## src/rtl/ptr_pkg.sv

```systemverilog
package ptr_pkg;
   typedef struct packed {
      logic fetch;
      logic adv;
      logic start;
      logic exc;
   } strobe_t;

   localparam int unsigned STAGE_COUNT = 3;
endpackage

```

## src/rtl/ptr_strobe_qual.sv

```systemverilog
module ptr_strobe_qual #(
   parameter bit MASK_FETCH = 1'b1
) (
   input  logic              fetch_i,
   input  logic              adv_i,
   input  logic              start_i,
   input  logic              exc_i,
   input  logic              invalid_i,
   output ptr_pkg::strobe_t  stb_o
);
   // Phase-one strobes are voided by the invalid qualifier; the fetch strobe
   // is optionally left ungated.
   generate
      if (MASK_FETCH) begin : g_mask_all
         assign stb_o.fetch = fetch_i & ~invalid_i;
      end else begin : g_fetch_free
         assign stb_o.fetch = fetch_i;
      end
   endgenerate

   assign stb_o.adv   = adv_i   & ~invalid_i;
   assign stb_o.start = start_i & ~invalid_i;
   assign stb_o.exc   = exc_i   & ~invalid_i;
endmodule

```

## src/rtl/ptr_flag_track.sv

```systemverilog
module ptr_flag_track (
   input  logic              clk,
   input  logic              rst_n,
   input  ptr_pkg::strobe_t  stb_i,
   output logic              started_o,
   output logic              retire_o,
   output logic              done_o,
   output logic              fill_o,
   output logic              exc_o
);
   logic started_q, done_q, fill_q, exc_q;

   // Transfer decision uses the flag as it stood before this edge.
   assign retire_o = stb_i.adv & started_q;

   always_ff @(posedge clk) begin
      if (!rst_n) begin
         started_q <= 1'b0;
         done_q    <= 1'b0;
         fill_q    <= 1'b0;
         exc_q     <= 1'b0;
      end else begin
         done_q <= retire_o;
         fill_q <= stb_i.adv & ~started_q;
         if (stb_i.adv || stb_i.exc)
            started_q <= 1'b0;
         else if (stb_i.start)
            started_q <= 1'b1;
         if (stb_i.exc)
            exc_q <= 1'b1;
         else if (stb_i.start)
            exc_q <= 1'b0;
      end
   end

   assign started_o = started_q;
   assign done_o    = done_q;
   assign fill_o    = fill_q;
   assign exc_o     = exc_q;
endmodule

```

## src/rtl/ptr_stage_queue.sv

```systemverilog
module ptr_stage_queue #(
   parameter int unsigned DATA_W = 16
) (
   input  logic              clk,
   input  logic              rst_n,
   input  ptr_pkg::strobe_t  stb_i,
   input  logic              retire_i,
   input  logic [DATA_W-1:0] bus_i,
   output logic [DATA_W-1:0] a_word_o,
   output logic              a_vld_o,
   output logic [DATA_W-1:0] b_word_o,
   output logic              b_vld_o,
   output logic [DATA_W-1:0] c_word_o,
   output logic              c_vld_o
);
   localparam logic [DATA_W-1:0] ZERO_W = '0;

   logic [DATA_W-1:0] a_q, b_q, c_q;
   logic              av_q, bv_q, cv_q;

   always_ff @(posedge clk) begin
      if (!rst_n) begin
         a_q  <= ZERO_W;
         b_q  <= ZERO_W;
         c_q  <= ZERO_W;
         av_q <= 1'b0;
         bv_q <= 1'b0;
         cv_q <= 1'b0;
      end else begin
         if (stb_i.fetch) a_q <= bus_i;
         if (stb_i.adv)   b_q <= a_q;
         if (retire_i) begin
            c_q  <= b_q;
            cv_q <= bv_q;
         end
         // An exception voids the words now in A and B, including any
         // word entering them on this edge.
         if (stb_i.exc) begin
            av_q <= 1'b0;
            bv_q <= 1'b0;
         end else begin
            if (stb_i.fetch) av_q <= 1'b1;
            if (stb_i.adv)   bv_q <= av_q;
         end
      end
   end

   assign a_word_o = a_q;
   assign a_vld_o  = av_q;
   assign b_word_o = b_q;
   assign b_vld_o  = bv_q;
   assign c_word_o = c_q;
   assign c_vld_o  = cv_q;
endmodule

```

## src/rtl/pipe_trace_rebuild.sv

```systemverilog
module pipe_trace_rebuild #(
   parameter int unsigned DATA_W     = 16,
   parameter bit          MASK_FETCH = 1'b1
) (
   input  logic              clk,
   input  logic              rst_n,
   input  logic [DATA_W-1:0] bus_data,
   input  logic              fetch_stb,
   input  logic              advance_stb,
   input  logic              start_stb,
   input  logic              exc_stb,
   input  logic              invalid_q,
   output logic [DATA_W-1:0] stage_a_word,
   output logic              stage_a_vld,
   output logic [DATA_W-1:0] stage_b_word,
   output logic              stage_b_vld,
   output logic [DATA_W-1:0] stage_c_word,
   output logic              stage_c_vld,
   output logic              started_o,
   output logic              done_o,
   output logic              fill_o,
   output logic              exc_o
);
   initial begin
      if (DATA_W < 1 || DATA_W > 64)
         $error("pipe_trace_rebuild: DATA_W must lie in 1..64");
   end

   ptr_pkg::strobe_t stb;
   logic             retire;

   ptr_strobe_qual #(.MASK_FETCH(MASK_FETCH)) u_qual (
      .fetch_i   (fetch_stb),
      .adv_i     (advance_stb),
      .start_i   (start_stb),
      .exc_i     (exc_stb),
      .invalid_i (invalid_q),
      .stb_o     (stb)
   );

   ptr_flag_track u_flags (
      .clk       (clk),
      .rst_n     (rst_n),
      .stb_i     (stb),
      .started_o (started_o),
      .retire_o  (retire),
      .done_o    (done_o),
      .fill_o    (fill_o),
      .exc_o     (exc_o)
   );

   ptr_stage_queue #(.DATA_W(DATA_W)) u_queue (
      .clk      (clk),
      .rst_n    (rst_n),
      .stb_i    (stb),
      .retire_i (retire),
      .bus_i    (bus_data),
      .a_word_o (stage_a_word),
      .a_vld_o  (stage_a_vld),
      .b_word_o (stage_b_word),
      .b_vld_o  (stage_b_vld),
      .c_word_o (stage_c_word),
      .c_vld_o  (stage_c_vld)
   );
endmodule

```

## config.mk

```make
export PLATFORM = sky130hd
export DESIGN_NAME = pipe_trace_rebuild
export DESIGN_NICKNAME = d
export VERILOG_FILES = /design/src/rtl/ptr_pkg.sv /design/src/rtl/ptr_strobe_qual.sv /design/src/rtl/ptr_flag_track.sv /design/src/rtl/ptr_stage_queue.sv /design/src/rtl/pipe_trace_rebuild.sv
export SDC_FILE = /design/constraint.sdc
export NUM_CORES = 1
export LEC_CHECK = 0
export BUFFER_PORTS_ARGS = -buffer_cell sky130_fd_sc_hd__buf_2
export CORE_MARGIN = 2
export CORE_UTILIZATION = 48
export DETAILED_ROUTE_END_ITERATION = 8
export PLACE_DENSITY_LB_ADDON = 0.2
export SYNTH_ARGS = -nofsm -noshare
export SYNTH_HDL_FRONTEND = slang
export SYNTH_SLANG_ARGS = --single-unit
```

## constraint.sdc

```tcl
create_clock -name clk -period 1.15 [get_ports clk]
set_clock_uncertainty 0.05 [all_clocks]
set_input_delay 0 -clock clk [delete_from_list [all_inputs] [get_ports clk]]
set_output_delay 0 -clock clk [all_outputs]
set_load 0.03 [all_outputs]
```

==> flow_summary_export.csv <==
group,metric,value,unit
job,drv_cap,0,
sta,finalCritPeriodShare,0.906,
sta,timing_hold_violations_final,0,
sta,maxSlewHeadroom,0.761,
run_status,status,"complete, no violations",
sta,setup_ws,0.109,ns
grt,grt_use_total,0.191,
grt,antenna_found_initial,0,
floorplan,placement_rows,24,
power,cell_internal_pwr,0.00266,W
synthesis,synth.net_count,267,
synthesis,synth-seq-cells,55,
floorplan,fp.dieW,70.1,microns
power,netSwitchingPower,0.000832,W
synthesis,post_synth_instance_area,2100,sq um
synthesis,postSynthAreaPerCell,8.60,sq um
sta,worstMarginPinSlew,0.357,ns
cts,cts.path.max_buffers,2,
cts,clock_tree_from_tritoncts,"built",
power,vdd_ir_drop_max,0.719,mV
worst_setup_path,crit-reg2reg-capture,"u_queue.c_word_o[9]",
worst_setup_path,critPathCaptureType,"flop",
grt,grt_pass1_vias,1560,
synthesis,yosys_warnings,0,
sta,report.final.slew_viol_count,0,
sta,achievable-frequency,0.960,GHz
floorplan,core_region_area,4290,sq um
cts,cts.clk_slew.worst_paths,0.09,ns
floorplan,floorplan.io_pins,78,
placed_design,globalplace.congestion,0.785,
floorplan,starting_density,0.489,
synthesis,synth-seq-area-share,0.525,
worst_setup_path,timing.critical_path.from_type,"flop",
route,post-route-drc-count,0,
cts,clk-insertion-delay-late,0.29,ns
sta,finalWorstPathRequiredPeriod,1.04,ns
worst_setup_path,crit-reg2reg-launch,"u_flags.started_o",
finish,final_core_utilization,0.641,
sta,unrepaired_setup_endpoints_after_global_routing,"no",
floorplan,die-area,4920,sq um
route,route.final.wire_length,4640,microns
finish,leading_cell_type_in_the_layout_fill_and_taps_excluded,"nand2_1",
synthesis,synth.largest_area_cell,"dfxtp_1",
finish,fin_nets,357,
route,routed_wire_length_per_instance,12.0,microns
power,p_leak,1.33,nW
route,ant_nets,0,
cts,cts_root_buf,"clkbuf_8",
worst_setup_path,worstPathRequired,1.30,ns
hold_path,hold_start,"invalid_q",
worst_setup_path,setup.worst_path.class,"flop to flop",
worst_setup_path,reg2reg_slack,0.11,ns
cts,cts_htree_levels,2,
placed_design,placed_cells,360,
power,sequentialPowerShare,0.567,
placed_design,pre_cts_slack,-0.0525,ns
cts,cts_sinks,55,
grt,maximum_number_of_pins_on_one_net_before_global_route_repair,74,
synthesis,synthDistinctLibCells,22,
finish,drive_above_1_share,0.281,
synthesis,postSynthCellCount,244,
worst_setup_path,crit_fanout,17,
cts,cts_made_buffers,5,
route,firstDrtPassIters,4,
finish,final-instance-count-excl-fill,387,
finish,layout.cells.most_common_list,"nand2_1 (83), buf_2 (77), dfxtp_1 (54), nand3_1 (35), a21boi_1 (20)",
worst_setup_path,critical_path_arrival,1.19,ns
power,cellPowerDensity,1270,nW/um^2
synthesis,synth.area.top_cells,"dfxtp_1 (52%), nand2_1 (15%), nand3_1 (8.3%)",
grt,grt_overflow_total,0,
power,pwr-share-clk,0.320,
power,pwr-share-comb,0.113,
route,vias_per_cell,4.69,
placed_design,number_of_port_buffers,77,
grt,global_route_wire_length_before_repair,7610,microns
hold_path,min_delay_path_depth,4,
finish,antenna_cells_inserted,0,
power,netSwitchingFraction,0.238,
hold_path,hold_endpoint,"u_flags.started_o",
sta,timing.setup.tns,0,ns
hold_path,min-delay-path-class,"input port to flop",
finish,syn_to_final_growth,31.1,%
route,total_number_of_vias,1814,
placed_design,detailed_place_hpwl,3020,microns
finish,fillers,398,
power,p_total,0.00349,W
synthesis,synth_largest_type_area_fraction,0.525,
sta,final_count_of_negative_setup_slack_endpoints,0,
floorplan,die_h,70.1,microns
worst_setup_path,ff2ff_path_depth,3,
route,number_of_drc_markers_after_the_initial_detailed_route_iteration,117,
==> state kept, by name (all words and copies together), names as in the netlist <==
signal             flops
u_flags.fill_o         1
u_queue.a_vld_o        1
u_flags.exc_o          1
u_flags.started_o      1
u_flags.done_o         1
u_queue.b_word_o      16
u_queue.c_vld_o        1
u_queue.b_vld_o        1
u_queue.c_word_o      16
u_queue.a_word_o      16
==> cells in the mapped netlist <==
cell type  instances
nand2_1           83
dfxtp_1           55
nand3_1           35
a21boi_1          20
a21boi_0          13
buf_6              6
buf_4              5
buf_2              4
clkbuf_1           3
nor2_1             3
o21ai_0            3
inv_1              2
nand2b_1           2
nor2b_1            2
a21oi_1            1
and3_1             1
and3b_1            1
buf_1              1
buf_8              1
nand3b_2           1
o211a_1            1
o211ai_1           1
==> worst max path at each step <==
| stage | start | end | slack, ns | depth (start not counted) |
|---|---|---|---|---|
| 2_1_floorplan | u_flags.started_o | u_queue.c_word_o[10] | 0.03 | 5 |
| 3_3_place_gp | u_flags.started_o | u_queue.c_word_o[8] | -0.03 | 3 |
| 3_5_place_dp | u_flags.started_o | u_queue.c_word_o[11] | -0.05 | 3 |
| 4_1_cts | u_flags.started_o | u_queue.c_word_o[9] | 0.09 | 3 |
| 5_1_grt | u_flags.started_o | u_queue.c_word_o[3] | 0.04 | 3 |
| 6_report | u_flags.started_o | u_queue.c_word_o[9] | 0.11 | 3 |
==> power groups by stage <==
stage | clock (W) | sequential [W] | combinational (W)
finish | 0.00112 | 0.00198 | 0.000396
global route | 0.00124 | 0.00199 | 0.000430
CTS | 0.00116 | 0.00198 | 0.000395
detailed placement | 0 | 0.00202 | 0.000346
global placement | 0 | 0.00202 | 0.000342
floorplan | 0 | 0.00210 | 0.000162
==> layer usage <==
layer / share of wire / vias up / GRT usage
met5: 0 / - / 0
met4: 0.011 / 0 / 0.0641
met3: 0.038 / 6 / 0.0346
met2: 0.44 / 47 / 0.280
met1: 0.51 / 783 / 0.284
li1: - / 978 / -
==> worst max-delay path: stages, from the launching register on <==
cell,delay (ns)
dfxtp_2,0.35
nand3b_2,0.29
nand3_1,0.19
nand2_1,0.07
==> timing repair <==
action | 4_1_cts | 5_1_grt
setup buffers | 0 | 0
resized for setup | 1 | 0
endpoints found under the hold margin | 20 | 0
endpoints found under the setup margin | 17 | 0
hold buffers | 19 | 0
==> cell families (layout without fill, tap and decap cells) <==
logic type / Yosys count / after routing / share of synthesized area
DFF: 55 / 55 / 0.525
AOI/OAI and AO/OA: 39 / 39 / 0.136
and+or+nand+nor: 128 / 128 / 0.262
buffers and inverters: 22 / 113 / 0.0775
==> metrics by stage <==
step	cell area, sq um	hold WS [ns]
detailed placement	2460	0.182
finish	2750	0.0351
CTS	2750	0.0232
floorplan	2100	0.0610
global placement	2460	0.183
global route	2750	0.0592
==> area by class of cell <==
| cell class | count | area (sq um) | area share |
|---|---|---|---|
| Clock buffer | 8 | 100 | 0.0364 |
| Multi-Input combinational cell | 167 | 836 | 0.304 |
| Sequential cell | 55 | 1100 | 0.401 |
| Timing Repair Buffer | 103 | 641 | 0.233 |
| Tap cell | 52 | 65.1 | 0.0236 |
| Inverter | 2 | 7.51 | 0.00273 |
No activity file was read; power rests on OpenSTA's default activity.
